File: src/rtl/wdog_pkg.sv
package wdog_pkg;
  parameter int CNT_W    = 16;
  parameter int REL_W    = 8;
  parameter int DIV_FAST = 2;
  parameter int DIV_SLOW = 128;
  parameter int HOLD_CYC = 16;

  typedef enum logic [0:0] {WD_RUN = 1'b0, WD_HOLD = 1'b1} wd_phase_e;
endpackage

File: src/rtl/wdog_prescaler.sv
module wdog_prescaler #(
  parameter int DIV_FAST = 2,
  parameter int DIV_SLOW = 128
) (
  input  logic clk,
  input  logic rst,
  input  logic run_i,
  input  logic clr_i,
  input  logic slow_i,
  output logic tick_o
);
  localparam int DIV_MAX = (DIV_SLOW > DIV_FAST) ? DIV_SLOW : DIV_FAST;
  localparam int PRE_W   = (DIV_MAX > 2) ? $clog2(DIV_MAX) : 1;
  localparam logic [PRE_W-1:0] LIM_FAST = PRE_W'(DIV_FAST - 1);
  localparam logic [PRE_W-1:0] LIM_SLOW = PRE_W'(DIV_SLOW - 1);

  logic [PRE_W-1:0] pre_q;
  logic [PRE_W-1:0] lim;

  assign lim    = slow_i ? LIM_SLOW : LIM_FAST;
  // ">=" keeps a ratio change mid-period from skipping a whole wrap
  assign tick_o = run_i && !clr_i && (pre_q >= lim);

  always_ff @(posedge clk) begin
    if (rst || clr_i || !run_i || tick_o) pre_q <= '0;
    else                                  pre_q <= pre_q + 1'b1;
  end

  // a stopped prescaler stays cleared
  assert_pre_cleared_R8: assert property (@(posedge clk) disable iff (rst)
    (!run_i) |=> (pre_q == '0));
  // two ticks are never adjacent
  assert_tick_spacing_R2: assert property (@(posedge clk) disable iff (rst)
    tick_o |=> !tick_o);
endmodule

File: src/rtl/wdog_counter.sv
module wdog_counter #(
  parameter int CNT_W = 16,
  parameter int REL_W = 8
) (
  input  logic             clk,
  input  logic             rst,
  input  logic             clr_i,
  input  logic             svc_i,
  input  logic             tick_i,
  input  logic [REL_W-1:0] reload_i,
  output logic [CNT_W-1:0] cnt_o,
  output logic             ovf_o
);
  localparam int LOW_W = CNT_W - REL_W;

  logic [CNT_W-1:0] cnt_q;

  // service beats a coincident wrap
  assign ovf_o = tick_i && !svc_i && !clr_i && (&cnt_q);
  assign cnt_o = cnt_q;

  always_ff @(posedge clk) begin
    if (rst || clr_i)   cnt_q <= '0;
    else if (svc_i)     cnt_q <= {reload_i, {LOW_W{1'b0}}};
    else if (tick_i)    cnt_q <= cnt_q + 1'b1;
  end

  assert_svc_reload_R4: assert property (@(posedge clk) disable iff (rst)
    (svc_i && !clr_i) |=> (cnt_q == {$past(reload_i), {LOW_W{1'b0}}}));
  assert_hold_when_idle_R8: assert property (@(posedge clk) disable iff (rst)
    (!tick_i && !svc_i && !clr_i) |=> $stable(cnt_q));
endmodule

File: src/rtl/wdog_ctrl.sv
module wdog_ctrl
  import wdog_pkg::*;
#(
  parameter int HOLD_N = 16
) (
  input  logic clk,
  input  logic rst,
  input  logic por_i,
  input  logic eoi_i,
  input  logic dis_i,
  input  logic ovf_i,
  output logic en_o,
  output logic lock_o,
  output logic hold_o,
  output logic req_o,
  output logic rst_n_o,
  output logic cause_o
);
  localparam int HC_W = (HOLD_N > 2) ? $clog2(HOLD_N) : 1;
  localparam logic [HC_W-1:0] HC_LAST = HC_W'(HOLD_N - 1);

  wd_phase_e       phase_q;
  logic [HC_W-1:0] hcnt_q;
  logic            en_q, lock_q, req_q, rstn_q, cause_q;

  always_ff @(posedge clk) begin
    if (rst) begin
      phase_q <= WD_RUN;
      hcnt_q  <= '0;
      en_q    <= 1'b1;
      lock_q  <= 1'b0;
      req_q   <= 1'b0;
      rstn_q  <= 1'b1;
    end else if (phase_q == WD_HOLD) begin
      en_q   <= 1'b1;
      lock_q <= 1'b0;
      if (hcnt_q == HC_LAST) begin
        phase_q <= WD_RUN;
        hcnt_q  <= '0;
        req_q   <= 1'b0;
        rstn_q  <= 1'b1;
      end else begin
        hcnt_q <= hcnt_q + 1'b1;
      end
    end else if (ovf_i) begin
      phase_q <= WD_HOLD;
      hcnt_q  <= '0;
      req_q   <= 1'b1;
      rstn_q  <= 1'b0;
      en_q    <= 1'b1;
      lock_q  <= 1'b0;
    end else begin
      if (dis_i && !lock_q) en_q <= 1'b0;
      if (eoi_i)            lock_q <= 1'b1;
    end
  end

  always_ff @(posedge clk) begin
    if (por_i)                            cause_q <= 1'b0;
    else if (ovf_i && phase_q == WD_RUN)  cause_q <= 1'b1;
  end

  assign en_o    = en_q;
  assign lock_o  = lock_q;
  assign hold_o  = (phase_q == WD_HOLD);
  assign req_o   = req_q;
  assign rst_n_o = rstn_q;
  assign cause_o = cause_q;

  assert_lock_keeps_en_R3: assert property (@(posedge clk) disable iff (rst)
    (lock_q && en_q) |=> en_q);
  assert_hold_stays_low_R6: assert property (@(posedge clk) disable iff (rst)
    (!rstn_q && hcnt_q != HC_LAST) |=> !rstn_q);
  assert_req_matches_R6: assert property (@(posedge clk) disable iff (rst)
    1'b1 |-> (req_q == !rstn_q));
  assert_cause_sticky_R7: assert property (@(posedge clk) disable iff (por_i)
    cause_q |=> cause_q);
  assert_hold_unlocked_R9: assert property (@(posedge clk) disable iff (rst)
    (phase_q == WD_HOLD) |=> (!lock_q && en_q));
endmodule

File: src/rtl/wdog_supervisor.sv
module wdog_supervisor
  import wdog_pkg::*;
#(
  parameter int CW  = CNT_W,
  parameter int RW  = REL_W,
  parameter int DVF = DIV_FAST,
  parameter int DVS = DIV_SLOW,
  parameter int HLD = HOLD_CYC
) (
  input  logic          clk,
  input  logic          rst,
  input  logic          por,
  input  logic          eoi_stb,
  input  logic          dis_stb,
  input  logic          svc_stb,
  input  logic [RW-1:0] reload_val,
  input  logic          slow_sel,
  output logic          wd_enabled,
  output logic          init_locked,
  output logic [CW-1:0] count,
  output logic          rst_req,
  output logic          rst_n_out,
  output logic          wd_caused
);
  logic sys_rst, en, lock, hold, tick, ovf, svc_run;

  assign sys_rst = rst | por;
  assign svc_run = svc_stb & ~hold;

  wdog_prescaler #(.DIV_FAST(DVF), .DIV_SLOW(DVS)) u_pre (
    .clk(clk), .rst(sys_rst), .run_i(en & ~hold), .clr_i(hold | svc_run),
    .slow_i(slow_sel), .tick_o(tick)
  );

  wdog_counter #(.CNT_W(CW), .REL_W(RW)) u_cnt (
    .clk(clk), .rst(sys_rst), .clr_i(hold), .svc_i(svc_run), .tick_i(tick),
    .reload_i(reload_val), .cnt_o(count), .ovf_o(ovf)
  );

  wdog_ctrl #(.HOLD_N(HLD)) u_ctl (
    .clk(clk), .rst(sys_rst), .por_i(por), .eoi_i(eoi_stb & ~hold),
    .dis_i(dis_stb & ~hold), .ovf_i(ovf), .en_o(en), .lock_o(lock),
    .hold_o(hold), .req_o(rst_req), .rst_n_o(rst_n_out), .cause_o(wd_caused)
  );

  assign wd_enabled  = en;
  assign init_locked = lock;

  assert_no_wrap_disabled_R8: assert property (@(posedge clk) disable iff (sys_rst)
    (!en) |=> rst_n_out);
endmodule

File: config.mk
export PLATFORM = sky130hd
export DESIGN_NAME = wdog_supervisor
export DESIGN_NICKNAME = d
export VERILOG_FILES = /design/src/rtl/wdog_pkg.sv /design/src/rtl/wdog_prescaler.sv /design/src/rtl/wdog_counter.sv /design/src/rtl/wdog_ctrl.sv /design/src/rtl/wdog_supervisor.sv
export SDC_FILE = /design/constraint.sdc
export NUM_CORES = 1
export LEC_CHECK = 0
export BUFFER_PORTS_ARGS = -buffer_cell sky130_fd_sc_hd__buf_2
export CAP_MARGIN = 20
export CORE_MARGIN = 10
export CORE_UTILIZATION = 40
export CTS_BUF_LIST = sky130_fd_sc_hd__clkbuf_4 sky130_fd_sc_hd__clkbuf_8 sky130_fd_sc_hd__clkbuf_16
export DETAILED_ROUTE_END_ITERATION = 7
export GPL_TIMING_DRIVEN = 1
export PLACE_DENSITY = 0.69
export SYNTH_ARGS = -nofsm -noshare
export SYNTH_HDL_FRONTEND = slang
export SYNTH_HIERARCHICAL = 1
export SYNTH_SLANG_ARGS = --single-unit
File: constraint.sdc
create_clock -name clk -period 4.3 [get_ports clk]
set_clock_uncertainty 0.05 [all_clocks]
set_input_delay 0.645 -clock clk [delete_from_list [all_inputs] [get_ports clk]]
set_output_delay 0.645 -clock clk [all_outputs]
set_load 0.01 [all_outputs]
==> summary.md, run 1 <==
| Metric | Value |
|---|---|
| Post-placement cell area | 1890 um^2 |
| DRT iter0 DRCs | 47 |
| Post-Syn Instances | 192 |
| Post-Synth Simple-Gate Area | 0.267 |
| Final min period | 3.43 ns |
| CTS tree | built |
| CTS Buf Count | 5 |
| Post-Route WL | 3670 um |
| Worst relative slew slack | 0.543 |
| Critical path class | in2reg |
| Commonest register cell after synthesis | dfxtp_1 |
| Mapped cell area | 1690 um^2 |
| Worst VDD drop | 0.000223 V |
| TNS Setup | 0 ns |
| RSZ-0062 raised after global routing | no |
| Hold Vio Cnt, Final | 0 |
| F_max | 292 MHz |
| Max capacitance violation total | 0 |
| Core area | 4030 um^2 |
| Commonest non-fill, non-tap cell in the layout | buf_2 |
| Setup ws final | 0.871 ns |
| Maximum clock insertion buffer count | 2 |
| Storage cell area | 661 um^2 |
| Post-synthesis xor/xnor area fraction | 0.0728 |
| Largest net degree at the start of global routing | 20 |
| Complex-gate fraction of the synthesized area | 0.158 |
| H-tree depth | 2 |
| Half-perimeter wire length after placement | 2850 um |
| Share of cells above drive strength 1 | 0.235 |
| Post-synthesis register bit count | 33 |
| DRC violations left | 0 |
| Height of the die | 84.9 um |
| CTS Sinks | 33 |
| Mux cell area share after synthesis | 0.00594 |
| Drt first pass iters | 4 |
| Routed WL per cell | 13.1 um |
| Final period util | 0.798 |
| Die Area | 7210 um^2 |
| Cts hold-fix bufs | 0 |
| Vias in the first global route | 1,434 |
| Worst slew pin tran | 0.679 ns |
| Data arrival, critical path | 3.54 ns |
| Clock tree root buffer cell | clkbuf_8 |
| Post-synthesis sequential area ratio | 0.392 |
| Boundary pin count | 36 |
| Final core utilization | 0.500 |
| Skew-Pair Late Insertion Delay | 0.28 ns |
| Syn avg cell area | 8.78 um^2 |
| Post-Layout Cell Count | 280 |
| Endpoint class of the critical path | flip-flop |
| Crit-path max FO | 13 |
| Post-CTS resize count | 0 |
| Global-route wire length before repair | 6200 um |
| GR Overflow Total | 0 |
| GP Congestion | 0.772 |
| Post-synthesis adder-cell area fraction | 0.0668 |
| Chip Width | 84.9 um |
| EDFF count, synth | 0 |
| Final setup violation count | 0 |
| Startpoint Class | primary input |
| Clock Pin Slew Worst Setup and Hold Paths | 0.07 ns |
| Post-synth cell types | 41 |
| Layout area overhead | 19.5% |
| Port Buf Inserts | 35 |
| Worst endpoint required time | 4.41 ns |
| Effective utilization at floorplan | 0.418 |
| Hold path startpoint | u_ctl/rst_n_o |
| Post-CTS Setup Bufs | 0 |
| # diodes | 0 |
| R2r startpoint | u_pre/pre_q[1] |
| Power Dens Cells | 327 nW/um^2 |
| Total power | 658 uW |
| Avg Vias per Cell | 5.21 |
| Worst Hold Class | reg2reg |
| Main combinational cell family by area after synthesis | simple AND/OR/NAND/NOR gates |
| FILL cells | 419 |
| Total Routing Usage GR | 0.101 |
| Multi-input gate area | 961 um^2 |
| Commonest cells after routing, fill and taps aside | buf_2, dfxtp_1, nor2_1, a21oi_1 |
| Core Rows | 23 |
| Status | finished clean |
| Cells after DPL | 272 |
| Routed Antenna Nets | 0 |
| Hold slack | 0.409 ns |
| P_leak | 0.797 nW |
| CP startpoint | slow_sel |
| Design area | 2010 um^2 |
| Ys async rst share | 0 |
| Worst slack, placed | 0.601 ns |
| Max Slew Vio Count | 0 |
| Antenna violations before repair | 0 |
| Post-Syn Nets | 216 |
| Vias | 1,458 |
| Final net count | 253 |
| Synth warn | 6 |
-- sequential cells by signal, indices dropped and copies added, names as in the netlist --
signal	flops
u_pre/pre_q	7
u_ctl/hcnt_q	4
u_ctl/lock_o	1
u_cnt/cnt_o	16
u_ctl/en_o	1
u_ctl/rst_n_o	1
u_ctl/req_o	1
u_ctl/hold_o	1
u_ctl/cause_o	1
-- cells by family after synthesis --
family	after synthesis
muxes	1
buffers and inverters	14
and+or+nand+nor	78
xor gates and xnor gates	14
adders and majority gates	9
DFF	33
AOI/OAI and AO/OA	43
-- synth_stat cells, types with 2 or more instances --
master,count,share of area
nor3b_1,3,0.013
a211oi_1,3,0.013
a21oi_1,15,0.045
nand3_1,6,0.018
nor4_1,4,0.015
nor3_1,9,0.027
nand2_1,13,0.029
nor2_1,15,0.033
and2b_2,4,0.021
ha_1,9,0.067
dfxtp_1,33,0.39
and2b_1,2,0.0089
nand4_1,5,0.019
o21a_1,2,0.0089
clkbuf_1,3,0.0067
or3_1,6,0.022
xnor2_1,9,0.047
inv_1,9,0.020
xor2_1,5,0.026
o211ai_1,2,0.0089
o21ai_0,13,0.039
a31oi_1,2,0.0074
nand3b_1,2,0.0089
-- metal layers --
metal / up-vias / wire [um] / global-route usage
met1: 658 / 1750 / 0.118
met3: 2 / 269 / 0.0430
met5: - / 0 / 0
li1: 762 / - / -
met4: 0 / 20 / 0.0359
met2: 36 / 1630 / 0.161
-- worst max-delay path, cell delays in order --
cell	delay (ns)
buf_2	0.07
inv_1	0.10
ha_1	0.32
a211oi_2	0.09
nor4_4	0.49
o211a_1	0.37
nand4_2	0.30
nor4_1	0.70
nor2_1	0.19
a21oi_1	0.17
a211oi_1	0.08
-- area by class of cell --
class,instances,area share
inverter,9,0.0168
timing repair buffer,35,0.0870
clock inverter,1,0.0149
multi-input combinational,145,0.477
clock buffer,7,0.0447
tap,50,0.0311
sequential,33,0.328
-- final timing paths --
path / endpoint / slack, ns / depth (start not counted)
worst max-delay path: u_ctl/hcnt_q[2] / 0.87 / 11
worst min-delay path: u_ctl/rst_n_o / 0.41 / 2
worst max register to register: u_ctl/hcnt_q[2] / 1.09 / 9
worst min register to register: u_ctl/rst_n_o / 0.41 / 2
-- report_power, final --
part	internal, mW	switching (mW)	leakage (nW)
combinational	0.0170	0.0203	0.468
clock	0.195	0.110	0.0619
sequential	0.310	0.00479	0.267
total	0.522	0.135	0.797
Note: power is estimated with default switching activity, not from simulation.
==> inputs of run 2 (changes only) <==
clock period = 3.2 ns   (was 4.3 ns; I/O delays follow)
==> run 2 against run 1 <==
Sequential cell count unchanged. Register-to-register slack got worse by 0.39 ns. Global-route usage increased by 0.11 points. Wire length increased by 2.2%. Largest cell class unchanged.
==> summary.md, run 2 (synthesized netlist as in run 1, its figures left out) <==
| Metric | Value |
|---|---|
| Post-Route WL | 3750 um (+2.2%) |
| Effective utilization at floorplan | 0.418 (unchanged) |
| P_leak | 0.804 nW (+0.88%) |
| Layout area overhead | 19.2% |
| Skew-Pair Late Insertion Delay | 0.29 ns (about the same) |
| Commonest non-fill, non-tap cell in the layout | buf_2 |
| Final period util | 0.801 |
| Worst Hold Class | in2reg |
| Core Rows | 23 (unchanged) |
| CTS tree | built |
| Total power | 787 uW (+20%) |
| RSZ-0062 raised after global routing | no |
| FILL cells | 408 (-2.6%) |
| Total Routing Usage GR | 0.102 (+0.00111) |
| Critical path class | in2reg |
| Global-route wire length before repair | 6240 um (+0.77%) |
| Worst slew pin tran | 0.565 ns (-0.114 ns) |
| Post-placement cell area | 1920 um^2 (+1.6%) |
| Design area | 2010 um^2 (-0.19%) |
| Boundary pin count | 36 (unchanged) |
| Number of flip-flops under the largest register name | 16 (unchanged) |
| Multi-input gate area | 961 um^2 (unchanged) |
| Final setup violation count | 0 (unchanged) |
| Post-CTS resize count | 0 (unchanged) |
| Max Slew Vio Count | 0 (unchanged) |
| Commonest cells after routing, fill and taps aside | buf_2, dfxtp_1, nor2_1, a21oi_1 |
| Hold Vio Cnt, Final | 0 (unchanged) |
| Largest net degree at the start of global routing | 20 (unchanged) |
| Die Area | 7210 um^2 (unchanged) |
| GR Overflow Total | 0 (unchanged) |
| Data arrival, critical path | 2.73 ns (-0.81 ns) |
| Maximum clock insertion buffer count | 2 (unchanged) |
| # diodes | 0 (unchanged) |
| Vias in the first global route | 1,376 (-4.0%) |
| TNS Setup | 0 ns (unchanged) |
| Cts hold-fix bufs | 0 (unchanged) |
| Post-CTS Setup Bufs | 0 (unchanged) |
| H-tree depth | 2 (unchanged) |
| Antenna violations before repair | 0 (unchanged) |
| Vias | 1,494 (+2.5%) |
| Routed Antenna Nets | 0 (unchanged) |
| GP Congestion | 0.804 (+4.1%) |
| Chip Width | 84.9 um (unchanged) |
| Clock tree root buffer cell | clkbuf_8 |
| Startpoint Class | primary input |
| Avg Vias per Cell | 5.26 (+1.0%) |
| Port Buf Inserts | 35 (unchanged) |
| Worst endpoint required time | 3.37 ns (-1.04 ns) |
| Storage cell area | 661 um^2 (unchanged) |
| Clock Pin Slew Worst Setup and Hold Paths | 0.08 ns (about the same) |
| Final net count | 257 (+1.6%) |
| Half-perimeter wire length after placement | 2750 um (-3.4%) |
| Worst relative slew slack | 0.621 (+0.0782) |
| Routed WL per cell | 13.2 um (+0.71%) |
| DRT iter0 DRCs | 59 (+26%) |
| Max capacitance violation total | 0 (unchanged) |
| Status | finished clean |
| Final min period | 2.56 ns |
| Crit-path max FO | 6 (-7) |
| Endpoint class of the critical path | flip-flop |
| DRC violations left | 0 (unchanged) |
| CTS Buf Count | 5 (unchanged) |
| Drt first pass iters | 6 (+2) |
| Worst VDD drop | 0.000197 V (-12%) |
| CTS Sinks | 33 (unchanged) |
| Height of the die | 84.9 um (unchanged) |
| F_max | 390 MHz |
| Share of cells above drive strength 1 | 0.248 (+0.0131) |
| Power Dens Cells | 392 nW/um^2 (+20%) |
| Core area | 4030 um^2 (unchanged) |
==> run 2: cell types whose count changed in the layout (fill, tap and decap cells not counted), sizes merged <==
cell,previous run,this run
clkinv,0,2
buf,35,39
clkbuf,7,6
bufinv,1,0
==> run 2: power breakdown <==
| group | internal (mW) | total (mW) | switching, mW | leakage (nW) |
|---|---|---|---|---|
| registers | 0.417 | 0.423 | 0.00674 | 0.267 |
| clock network | 0.159 | 0.314 | 0.155 | 0.0484 |
| logic | 0.0228 | 0.0499 | 0.0271 | 0.488 |
| total | 0.599 | 0.787 | 0.189 | 0.804 |
==> run 2: critical path: stages <==
cell and delay, ns:
buf_2 0.07, inv_1 0.10, ha_1 0.32, a211oi_2 0.08
nor4_4 0.30, o211a_1 0.22, nand4_2 0.16, or3_4 0.44
or4_1 0.40, a31oi_1 0.15
==> run 2: final cells by class <==
type                    instances  share of cell area
well taps                      50              0.0311
clock inverters                 2             0.00498
repair buffers                 39               0.102
flip-flops and latches         33               0.329
clock buffers                   6              0.0380
inverters                       9              0.0168
multi-input cells             145               0.478
==> run 2: stage by stage <==
step | hold WS (ns) | util | std cells | setup WS, ns
2_1_floorplan | 0.420 | - | 192 | 0.213
3_3_place_gp | 0.391 | 0.477 | 276 | 0.389
3_5_place_dp | 0.396 | 0.477 | 276 | 0.337
4_1_cts | 0.302 | 0.499 | 284 | 0.628
5_1_grt | 0.316 | 0.499 | 284 | 0.463
6_report | 0.311 | 0.499 | 284 | 0.637
==> run 2: per-layer routing <==
layer,wire [um],vias to the layer above,track usage
li1,-,779,-
met1,1870,668,0.124
met2,1530,43,0.149
met3,316,4,0.0583
met4,29,0,0.0314
met5,0,-,0
==> run 2: worst paths after layout <==
check / start / endpoint / slack [ns] / depth (start not counted)
setup / recovery: slow_sel / u_cnt/cnt_o[13] / 0.64 / 10
hold / removal: por / u_ctl/cause_o / 0.31 / 2
hold reg to reg: u_ctl/rst_n_o / u_ctl/rst_n_o / 0.41 / 2
setup reg to reg: u_pre/pre_q[1] / u_cnt/cnt_o[13] / 0.70 / 8
